==> config.mk <==
export PLATFORM = sky130hd
export DESIGN_NAME = spi_flash_engine
export DESIGN_NICKNAME = d
export VERILOG_FILES = /design/src/rtl/sfe_pkg.sv /design/src/rtl/sfe_fifo.sv /design/src/rtl/sfe_shifter.sv /design/src/rtl/spi_flash_engine.sv
export SDC_FILE = /design/constraint.sdc
export NUM_CORES = 1
export LEC_CHECK = 0
export ABC_AREA = 0
export BUFFER_PORTS_ARGS = -buffer_cell sky130_fd_sc_hd__buf_2
export CAP_MARGIN = 20
export CORE_MARGIN = 2
export CORE_UTILIZATION = 40
export DETAILED_ROUTE_END_ITERATION = 8
export REMOVE_ABC_BUFFERS = 1
export SLEW_MARGIN = 10
export SYNTH_ARGS = -nofsm -noshare
export SYNTH_HDL_FRONTEND = slang
export SYNTH_SLANG_ARGS = --single-unit
==> constraint.sdc <==
create_clock -name clk -period 4.2 [get_ports clk]
set_clock_uncertainty 0.2 [all_clocks]
set_input_delay 0.84 -clock clk [delete_from_list [all_inputs] [get_ports clk]]
set_output_delay 0.84 -clock clk [all_outputs]
set_load 0.02 [all_outputs]
==> src/rtl/sfe_pkg.sv <==
package sfe_pkg;

    localparam logic [5:0] OFF_CLK   = 6'h00;
    localparam logic [5:0] OFF_SEL   = 6'h04;
    localparam logic [5:0] OFF_DLY   = 6'h08;
    localparam logic [5:0] OFF_DREN  = 6'h0C;
    localparam logic [5:0] OFF_TXN   = 6'h10;
    localparam logic [5:0] OFF_CNT   = 6'h14;
    localparam logic [5:0] OFF_DATA  = 6'h18;
    localparam logic [5:0] OFF_LVL   = 6'h20;
    localparam logic [5:0] OFF_STAT  = 6'h28;
    localparam logic [5:0] OFF_IEN   = 6'h2C;

    typedef enum logic [1:0] {
        SH_IDLE,
        SH_LOAD,
        SH_HALF0,
        SH_HALF1
    } sh_state_e;

    // lane-width code to number of lanes
    function automatic logic [2:0] lanes_of(input logic [1:0] code);
        case (code)
            2'b01:   return 3'd2;
            2'b10:   return 3'd4;
            default: return 3'd1;
        endcase
    endfunction

    // index of the final bit group in a byte
    function automatic logic [2:0] last_group(input logic [2:0] lanes);
        case (lanes)
            3'd4:    return 3'd1;
            3'd2:    return 3'd3;
            default: return 3'd7;
        endcase
    endfunction

endpackage

==> src/rtl/sfe_fifo.sv <==
module sfe_fifo #(
    parameter int DEPTH = 8,
    parameter int DW    = 8,
    localparam int PW   = $clog2(DEPTH),
    localparam int LW   = $clog2(DEPTH + 1)
) (
    input  logic          clk,
    input  logic          rst_n,
    input  logic          push_i,
    input  logic [DW-1:0] push_data_i,
    input  logic          pop_i,
    input  logic          flush_i,
    output logic [DW-1:0] head_o,
    output logic [LW-1:0] level_o,
    output logic          empty_o,
    output logic          full_o
);

    typedef struct packed {
        logic [PW-1:0] wp;
        logic [PW-1:0] rp;
        logic [LW-1:0] level;
    } fifo_t;

    fifo_t         q, d;
    logic [DW-1:0] mem_q [DEPTH];
    logic          do_push, do_pop;

    assign empty_o = (q.level == '0);
    assign full_o  = (q.level == LW'(DEPTH));
    assign level_o = q.level;
    assign head_o  = mem_q[q.rp];
    assign do_push = push_i && !full_o && !flush_i;
    assign do_pop  = pop_i && !empty_o && !flush_i;

    function automatic logic [PW-1:0] bump(input logic [PW-1:0] p);
        return (p == PW'(DEPTH - 1)) ? '0 : p + 1'b1;
    endfunction

    always_comb begin
        d = q;
        if (flush_i) begin
            d = '0;
        end else begin
            if (do_push) d.wp = bump(q.wp);
            if (do_pop)  d.rp = bump(q.rp);
            case ({do_push, do_pop})
                2'b10:   d.level = q.level + 1'b1;
                2'b01:   d.level = q.level - 1'b1;
                default: d.level = q.level;
            endcase
        end
    end

    always_ff @(posedge clk or negedge rst_n) begin
        if (!rst_n) q <= '0;
        else        q <= d;
    end

    always_ff @(posedge clk) begin
        if (do_push) mem_q[q.wp] <= push_data_i;
    end

    // a push into a full FIFO leaves the level unchanged
    p_no_overflow_r2: assert property (@(posedge clk) disable iff (!rst_n)
        (full_o && push_i && !pop_i && !flush_i) |=> (level_o == LW'(DEPTH)));

    // flush empties the FIFO on the next cycle
    p_flush_empty_r2: assert property (@(posedge clk) disable iff (!rst_n)
        flush_i |=> empty_o);

endmodule

==> src/rtl/sfe_shifter.sv <==
module sfe_shifter
    import sfe_pkg::*;
#(
    parameter int DIV_W = 11,
    parameter int CNT_W = 16
) (
    input  logic             clk,
    input  logic             rst_n,
    input  logic             start_i,
    input  logic [DIV_W-1:0] div_i,
    input  logic             cpol_i,
    input  logic             cpha_i,
    input  logic             neg_i,
    input  logic             rx_i,
    input  logic [1:0]       width_i,
    input  logic [CNT_W-1:0] count_i,
    input  logic             fifo_empty_i,
    input  logic             fifo_full_i,
    input  logic [7:0]       fifo_head_i,
    output logic             fifo_pop_o,
    output logic             fifo_push_o,
    output logic [7:0]       fifo_wdata_o,
    output logic             busy_o,
    output logic             done_o,
    output logic             sck_o,
    output logic [3:0]       io_out_o,
    output logic [3:0]       io_oe_o,
    input  logic [3:0]       io_in_i
);

    typedef struct packed {
        sh_state_e        st;
        logic [DIV_W-1:0] div;
        logic             cpol;
        logic             cpha;
        logic             neg;
        logic             rx;
        logic [2:0]       lanes;
        logic [DIV_W-1:0] cnt;
        logic [CNT_W-1:0] rem;
        logic [7:0]       sr;
        logic [2:0]       grp;
    } sh_t;

    sh_t        q, d;
    logic [7:0] samp;
    logic [7:0] byte_v;
    logic       active;

    always_comb begin
        case (q.lanes)
            3'd4:    samp = {q.sr[3:0], io_in_i[3:0]};
            3'd2:    samp = {q.sr[5:0], io_in_i[1:0]};
            default: samp = {q.sr[6:0], io_in_i[1]};
        endcase
    end

    always_comb begin
        d            = q;
        fifo_pop_o   = 1'b0;
        fifo_push_o  = 1'b0;
        done_o       = 1'b0;
        byte_v       = (q.rx && q.neg) ? samp : q.sr;
        fifo_wdata_o = byte_v;
        case (q.st)
            SH_IDLE: begin
                if (start_i) begin
                    d.st    = SH_LOAD;
                    d.div   = div_i;
                    d.cpol  = cpol_i;
                    d.cpha  = cpha_i;
                    d.neg   = neg_i;
                    d.rx    = rx_i;
                    d.lanes = lanes_of(width_i);
                    d.rem   = count_i;
                    d.cnt   = '0;
                    d.grp   = '0;
                end
            end
            SH_LOAD: begin
                if (q.rem == '0) begin
                    done_o = 1'b1;
                    d.st   = SH_IDLE;
                end else if (!q.rx) begin
                    if (!fifo_empty_i) begin
                        fifo_pop_o = 1'b1;
                        d.sr       = fifo_head_i;
                        d.grp      = '0;
                        d.cnt      = '0;
                        d.st       = SH_HALF0;
                    end
                end else if (!fifo_full_i) begin
                    d.sr  = '0;
                    d.grp = '0;
                    d.cnt = '0;
                    d.st  = SH_HALF0;
                end
            end
            SH_HALF0: begin
                if (q.cnt == q.div) begin
                    d.cnt = '0;
                    d.st  = SH_HALF1;
                    if (q.rx && !q.neg) d.sr = samp;
                end else begin
                    d.cnt = q.cnt + 1'b1;
                end
            end
            SH_HALF1: begin
                if (q.cnt == q.div) begin
                    d.cnt = '0;
                    d.sr  = q.rx ? byte_v : (q.sr << q.lanes);
                    if (q.grp == last_group(q.lanes)) begin
                        d.st = SH_LOAD;
                        d.rem = q.rem - 1'b1;
                        fifo_push_o = q.rx;
                    end else begin
                        d.grp = q.grp + 1'b1;
                        d.st  = SH_HALF0;
                    end
                end else begin
                    d.cnt = q.cnt + 1'b1;
                end
            end
            default: d.st = SH_IDLE;
        endcase
    end

    always_ff @(posedge clk or negedge rst_n) begin
        if (!rst_n) q <= '{st: SH_IDLE, default: '0};
        else        q <= d;
    end

    assign busy_o = (q.st != SH_IDLE);
    assign active = (q.st == SH_HALF0) || (q.st == SH_HALF1);

    always_comb begin
        if (q.st == SH_IDLE)  sck_o = cpol_i;
        else if (!active)     sck_o = q.cpol;
        else                  sck_o = q.cpol ^ q.cpha ^ (q.st == SH_HALF1);
    end

    always_comb begin
        io_out_o = 4'b0000;
        io_oe_o  = 4'b0000;
        if (busy_o) begin
            if (q.rx) begin
                io_oe_o = (q.lanes == 3'd1) ? 4'b0001 : 4'b0000;
            end else begin
                case (q.lanes)
                    3'd4: begin io_out_o = q.sr[7:4];          io_oe_o = 4'b1111; end
                    3'd2: begin io_out_o = {2'b00, q.sr[7:6]}; io_oe_o = 4'b0011; end
                    default: begin io_out_o = {3'b000, q.sr[7]}; io_oe_o = 4'b0001; end
                endcase
            end
        end
    end

    // done is followed by the idle state
    p_done_idle_r9: assert property (@(posedge clk) disable iff (!rst_n)
        done_o |=> !busy_o);

    // a start from idle makes the engine busy
    p_start_busy_r4: assert property (@(posedge clk) disable iff (!rst_n)
        (start_i && !busy_o) |=> busy_o);

    // transmit starved of data keeps SCK still
    p_tx_stall_r8: assert property (@(posedge clk) disable iff (!rst_n)
        (q.st == SH_LOAD && !q.rx && fifo_empty_i && q.rem != '0) |=> $stable(sck_o));

    // the receiver never pushes into a full FIFO
    p_no_overflow_r8: assert property (@(posedge clk) disable iff (!rst_n)
        fifo_push_o |-> !fifo_full_i);

endmodule

==> src/rtl/spi_flash_engine.sv <==
module spi_flash_engine
    import sfe_pkg::*;
#(
    parameter int DIV_W      = 11,
    parameter int CNT_W      = 16,
    parameter int FIFO_DEPTH = 8,
    localparam int LW        = $clog2(FIFO_DEPTH + 1)
) (
    input  logic        clk,
    input  logic        rst_n,
    input  logic        bus_sel_i,
    input  logic        bus_wr_i,
    input  logic [5:0]  bus_addr_i,
    input  logic [31:0] bus_wdata_i,
    output logic [31:0] bus_rdata_o,
    output logic        irq_o,
    output logic        sck_o,
    output logic        cs_n_o,
    output logic [3:0]  io_out_o,
    output logic [3:0]  io_oe_o,
    input  logic [3:0]  io_in_i
);

    typedef struct packed {
        logic [DIV_W-1:0] div;
        logic             cpha;
        logic             cpol;
        logic [1:0]       sel;
        logic             neg;
        logic             dren;
        logic             rx;
        logic             tx;
        logic             fast;
        logic [1:0]       width;
        logic [CNT_W-1:0] count;
        logic [2:0]       stat;   // {space, rxdata, done}
        logic [2:0]       ien;
        logic             last_rx;
    } regs_t;

    regs_t      q, d;
    logic       wr_hit, rd_hit, start;
    logic       host_push, host_pop, flush;
    logic       sh_pop, sh_push, sh_busy, sh_done;
    logic [7:0] sh_wdata, head;
    logic [LW-1:0] level;
    logic       empty, full;
    logic [2:0] stat_v;

    assign wr_hit    = bus_sel_i && bus_wr_i;
    assign rd_hit    = bus_sel_i && !bus_wr_i;
    assign start     = wr_hit && bus_addr_i == OFF_TXN && bus_wdata_i[15] && !sh_busy;
    assign host_push = wr_hit && bus_addr_i == OFF_DATA && !(sh_busy && q.last_rx);
    assign host_pop  = rd_hit && bus_addr_i == OFF_DATA && !(sh_busy && !q.last_rx);
    assign flush     = wr_hit && bus_addr_i == OFF_LVL && bus_wdata_i == 32'd0;

    sfe_fifo #(.DEPTH(FIFO_DEPTH), .DW(8)) u_fifo (
        .clk         (clk),
        .rst_n       (rst_n),
        .push_i      (sh_push || host_push),
        .push_data_i (sh_push ? sh_wdata : bus_wdata_i[7:0]),
        .pop_i       (sh_pop || host_pop),
        .flush_i     (flush),
        .head_o      (head),
        .level_o     (level),
        .empty_o     (empty),
        .full_o      (full)
    );

    sfe_shifter #(.DIV_W(DIV_W), .CNT_W(CNT_W)) u_shift (
        .clk          (clk),
        .rst_n        (rst_n),
        .start_i      (start),
        .div_i        (q.div),
        .cpol_i       (q.cpol),
        .cpha_i       (q.cpha),
        .neg_i        (q.neg),
        .rx_i         (bus_wdata_i[0]),
        .width_i      (bus_wdata_i[5:4]),
        .count_i      (q.count),
        .fifo_empty_i (empty),
        .fifo_full_i  (full),
        .fifo_head_i  (head),
        .fifo_pop_o   (sh_pop),
        .fifo_push_o  (sh_push),
        .fifo_wdata_o (sh_wdata),
        .busy_o       (sh_busy),
        .done_o       (sh_done),
        .sck_o        (sck_o),
        .io_out_o     (io_out_o),
        .io_oe_o      (io_oe_o),
        .io_in_i      (io_in_i)
    );

    always_comb begin
        d = q;
        if (wr_hit) begin
            case (bus_addr_i)
                OFF_CLK: begin
                    d.div  = bus_wdata_i[DIV_W-1:0];
                    d.cpha = bus_wdata_i[12];
                    d.cpol = bus_wdata_i[13];
                end
                OFF_SEL:  d.sel  = bus_wdata_i[1:0];
                OFF_DLY:  d.neg  = bus_wdata_i[14];
                OFF_DREN: d.dren = bus_wdata_i[0];
                OFF_TXN: begin
                    if (!sh_busy) begin
                        d.rx    = bus_wdata_i[0];
                        d.tx    = bus_wdata_i[1];
                        d.fast  = bus_wdata_i[3];
                        d.width = bus_wdata_i[5:4];
                    end
                end
                OFF_CNT:  d.count = bus_wdata_i[CNT_W-1:0];
                OFF_STAT: d.stat  = q.stat & {bus_wdata_i[3], bus_wdata_i[2], bus_wdata_i[0]};
                OFF_IEN:  d.ien   = {bus_wdata_i[3], bus_wdata_i[2], bus_wdata_i[0]};
                default: ;
            endcase
        end
        if (start) d.last_rx = bus_wdata_i[0];
        if (sh_done) d.stat[0] = 1'b1;
        if (q.last_rx && !empty) d.stat[1] = 1'b1;
        if (sh_busy && !q.last_rx && !full) d.stat[2] = 1'b1;
    end

    always_ff @(posedge clk or negedge rst_n) begin
        if (!rst_n) begin
            q      <= '0;
            q.div  <= DIV_W'(4);
            q.dren <= 1'b1;
        end else begin
            q <= d;
        end
    end

    assign stat_v = q.stat;
    assign irq_o  = |(q.stat & q.ien);
    assign cs_n_o = q.sel[1] ? q.sel[0] : !sh_busy;

    always_comb begin
        bus_rdata_o = '0;
        case (bus_addr_i)
            OFF_CLK:  bus_rdata_o = {18'd0, q.cpol, q.cpha, 1'b0, q.div};
            OFF_SEL:  bus_rdata_o = {30'd0, q.sel};
            OFF_DLY:  bus_rdata_o = {17'd0, q.neg, 14'd0};
            OFF_DREN: bus_rdata_o = {31'd0, q.dren};
            OFF_TXN:  bus_rdata_o = {16'd0, sh_busy, 9'd0, q.width, q.fast, 1'b0, q.tx, q.rx};
            OFF_CNT:  bus_rdata_o = 32'(q.count);
            OFF_DATA: bus_rdata_o = {24'd0, head};
            OFF_LVL:  bus_rdata_o = 32'(level);
            OFF_STAT: bus_rdata_o = {28'd0, stat_v[2], stat_v[1], 1'b0, stat_v[0]};
            OFF_IEN:  bus_rdata_o = {28'd0, q.ien[2], q.ien[1], 1'b0, q.ien[0]};
            default:  bus_rdata_o = '0;
        endcase
    end

    // completion of the engine sets the sticky done bit
    p_done_sticky_r9: assert property (@(posedge clk) disable iff (!rst_n)
        sh_done |=> q.stat[0]);

    // with hardware select, the select line rises once the engine goes idle
    p_cs_release_r11: assert property (@(posedge clk) disable iff (!rst_n)
        ($fell(sh_busy) && !q.sel[1]) |-> cs_n_o);

    // transaction fields hold while busy
    p_txn_hold_r12: assert property (@(posedge clk) disable iff (!rst_n)
        (sh_busy && $past(sh_busy)) |-> $stable({q.rx, q.tx, q.width}));

endmodule

==> run summary <==
outcome - finished, final reports clean
Post-synth ARST share - 63.64%
count of cell types in the netlist - 70
Via Count - 7422
combinational power share - 27.8%
Slew @ Worst Pin - 0.9819 ns
TritonRoute pass-1 iters - 5
Synth Area in Adders - 1.787%
post-CTS resize count - 0
Leak - 4.542 nW
postcts setup bufs - 0
hold_buf cts - 0
Synth Area in Compound Gates - 14.32%
routed wire length - 25490 µm
dpl ws - 0.06988 ns
Starting Density - 40.69%
Post-synth EDFFs - 64
most frequent cells in the layout - nand2_1, dfrtp_1, nor2_1, o21ai_0, buf_2
DRT antenna net count - 0
worst-skew pair later-pin latency - 0.44 ns
cell internal pwr - 0.003402 W
CTS Buf Count - 17
Starting DRT DRC Count - 637
die area - 0.02505 mm²
worst setup margin - 0.4332 ns
final worst path period need - 3.767 ns
post-route total power - 0.005262 W
root buf cell - clkbuf_16
CTS H-tree depth - 4
Die Span Y - 158.3 µm
final hold viol count - 0
Yosys top cell area share - 28.91%
Flop pwr share - 42.4%
layout cell share with drive strength beyond 1 - 23.41%
commonest non-fill, non-tap cell in the layout - nand2_1
Max IR drop VDD - 0.3094 mV
final RePlAce weighted congestion - 0.8716
gr usage total - 21.28%
CTS sink count - 176
fmax - 265.5 MHz
port bufs - 72
final period utilization - 89.69%
main flop type after synthesis - dfrtp_1
area leader, netlist - dfrtp_1
vias in the first global route - 7214
CP Max Fanout - 4
pwr dens - 479.1 mW/mm²
Area Growth Syn to Fin - 15.34%
clk slew on worst S/H paths - 0.07 ns
Slew Limit Fails - 0
vias per inst - 5.593
tightest hold margin - 0.2874 ns
Core Rows - 56
Remaining DRCs - 0
Worst setup SP type - flop
Synth Instances - 906
placed wire-length estimate - 18760 µm
pin count of the biggest net entering global routing - 71
NetSw - 0.001859 W
# fillers - 2175
sw frac - 35.34%
die width - 158.3 µm
area occupied by registers - 0.004727 mm²
WL/cell - 19.21 µm
relative slew slack - 33.85%
simple-gate portion of the synthesized area - 15.95%
final setup fails - 0
CTS max path bufs - 2
Arr. time, crit path - 3.93 ns
Setup crit end kind - flop
Clk pwr share - 29.9%
footprint of the multi-input gates - 0.004476 mm²
GRT Residual Overflow - 0
largest family of logic cells by synthesized area - simple AND/OR/NAND/NOR gates
HP Class - flop to flop
TNS Setup - 0 ns
worst setup path class - flop to flop
RSZ-0062 raised after global routing - false
Yosys reg bits - 176
Final nets - 1054
dominant cells by area after synthesis - dfrtp_1, edfxtp_1, mux2_2
Post-Syn Area - 0.009522 mm²
maximum capacitance violations - 0
xor-xnor portion of the synthesized cell area - 1.735%
Core Region - 0.02340 mm²
CP required - 4.36 ns
first-pass GRT wire length - 40450 µm
sequential share of the synthesized area - 49.65%
# diodes - 0
Yosys warnings - 0
mux contribution to synthesized area - 12.51%
IO Pins - 89
Avg Cell Area, Syn - 10.51 µm²
CTS tree - yes
initial antenna violation count - 0
## routing by layer
metal / vias up / GRT usage (%) / wire length (µm)
met5: - / 0 / 0
met4: 0 / 8.880 / 952
met3: 53 / 3.974 / 1183
met2: 212 / 34.91 / 12260
met1: 3633 / 27.83 / 11100
li1: 3524 / - / -
## layout make-up
| class | count | area share, % |
|---|---|---|
| clock buffers | 17 | 3.874 |
| multi-input cells | 661 | 40.75 |
| repair buffers | 123 | 6.790 |
| inverters | 16 | 0.5469 |
| well taps | 319 | 3.634 |
| flip-flops and latches | 176 | 43.04 |
| clock inverters | 15 | 1.356 |
## cells by family (layout without fill, tap and decap cells)
kind of cell    count (synthesis)  count (layout)
compound gates                210             210
other cells                     1              16
fa+ha+maj                      13              13
mux                            89              89
buf+inv                        84             171
flops                         176             176
simple gates                  315             315
xor+xnor                       18              18
## synth_stat cells, types with 6 or more instances
cell type and count:
a21oi_1 42, a222oi_1 7, a22o_1 7, a22oi_1 11, and2_1 11, and3_1 11, buf_1 7, buf_4 17
clkbuf_1 42, dfrtp_1 110, edfxtp_1 64, ha_1 12, inv_1 15, mux2_2 42, mux2i_1 26, mux4_2 19
nand2_1 112, nand2b_1 8, nand3_1 14, nand4_1 6, nor2_1 75, nor3_1 21, nor4_1 18, o211ai_1 16
o21ai_0 72, o221ai_1 11, o22ai_1 7, or3_1 12, xnor2_1 14
## power groups by stage
| stage | Sequential, W | Combinational (W) | Clock [W] |
|---|---|---|---|
| finish | 0.00223 | 0.00146 | 0.00157 |
| global route | 0.00225 | 0.00163 | 0.00167 |
| CTS | 0.00222 | 0.00145 | 0.00160 |
| detailed placement | 0.00226 | 0.00144 | 0 |
| global placement | 0.00225 | 0.00142 | 0 |
| floorplan | 0.00219 | 0.000979 | 0 |
## per-stage QoR
stage | utilization [%] | cells | instance area, µm²
global placement | 44.47 | 1295 | 10410
global route | 46.93 | 1327 | 10980
finish | 46.93 | 1327 | 10980
CTS | 46.93 | 1327 | 10980
detailed placement | 44.47 | 1295 | 10410
floorplan | - | 853 | 9256
## worst max-delay path, cell delays in order (launching register included)
cell,delay (ns)
dfrtp_1,0.37
inv_1,0.09
ha_1,0.22
or4b_2,0.67
nor4b_2,0.43
a2111o_1,0.31
nand2_4,0.06
and3_1,0.19
ha_1,0.26
a21o_1,0.18
a21o_1,0.18
and3_1,0.17
mux2i_1,0.17
mux2i_1,0.20
## flip-flops by register name, indices dropped and copies added (netlist names)
signal / count
q: 42
stat_v: 3
u_fifo.level_o: 4
u_fifo.mem_q: 64
u_fifo.q: 6
u_shift.q: 57
## final timing paths
path                                from           endpoint  slack, ns  depth (start not counted)
min                                q[24]              q[24]       0.29                          2
max                        u_shift.q[11]  u_fifo.level_o[3]       0.43                         13
max reg2reg                u_shift.q[11]  u_fifo.level_o[3]       0.43                         13
min reg2reg                        q[24]              q[24]       0.29                          2
min in group asynchronous          rst_n              q[19]       0.31                          1
max in group asynchronous          rst_n              q[36]       2.56                          2
No activity file was read; power rests on OpenSTA's default activity.
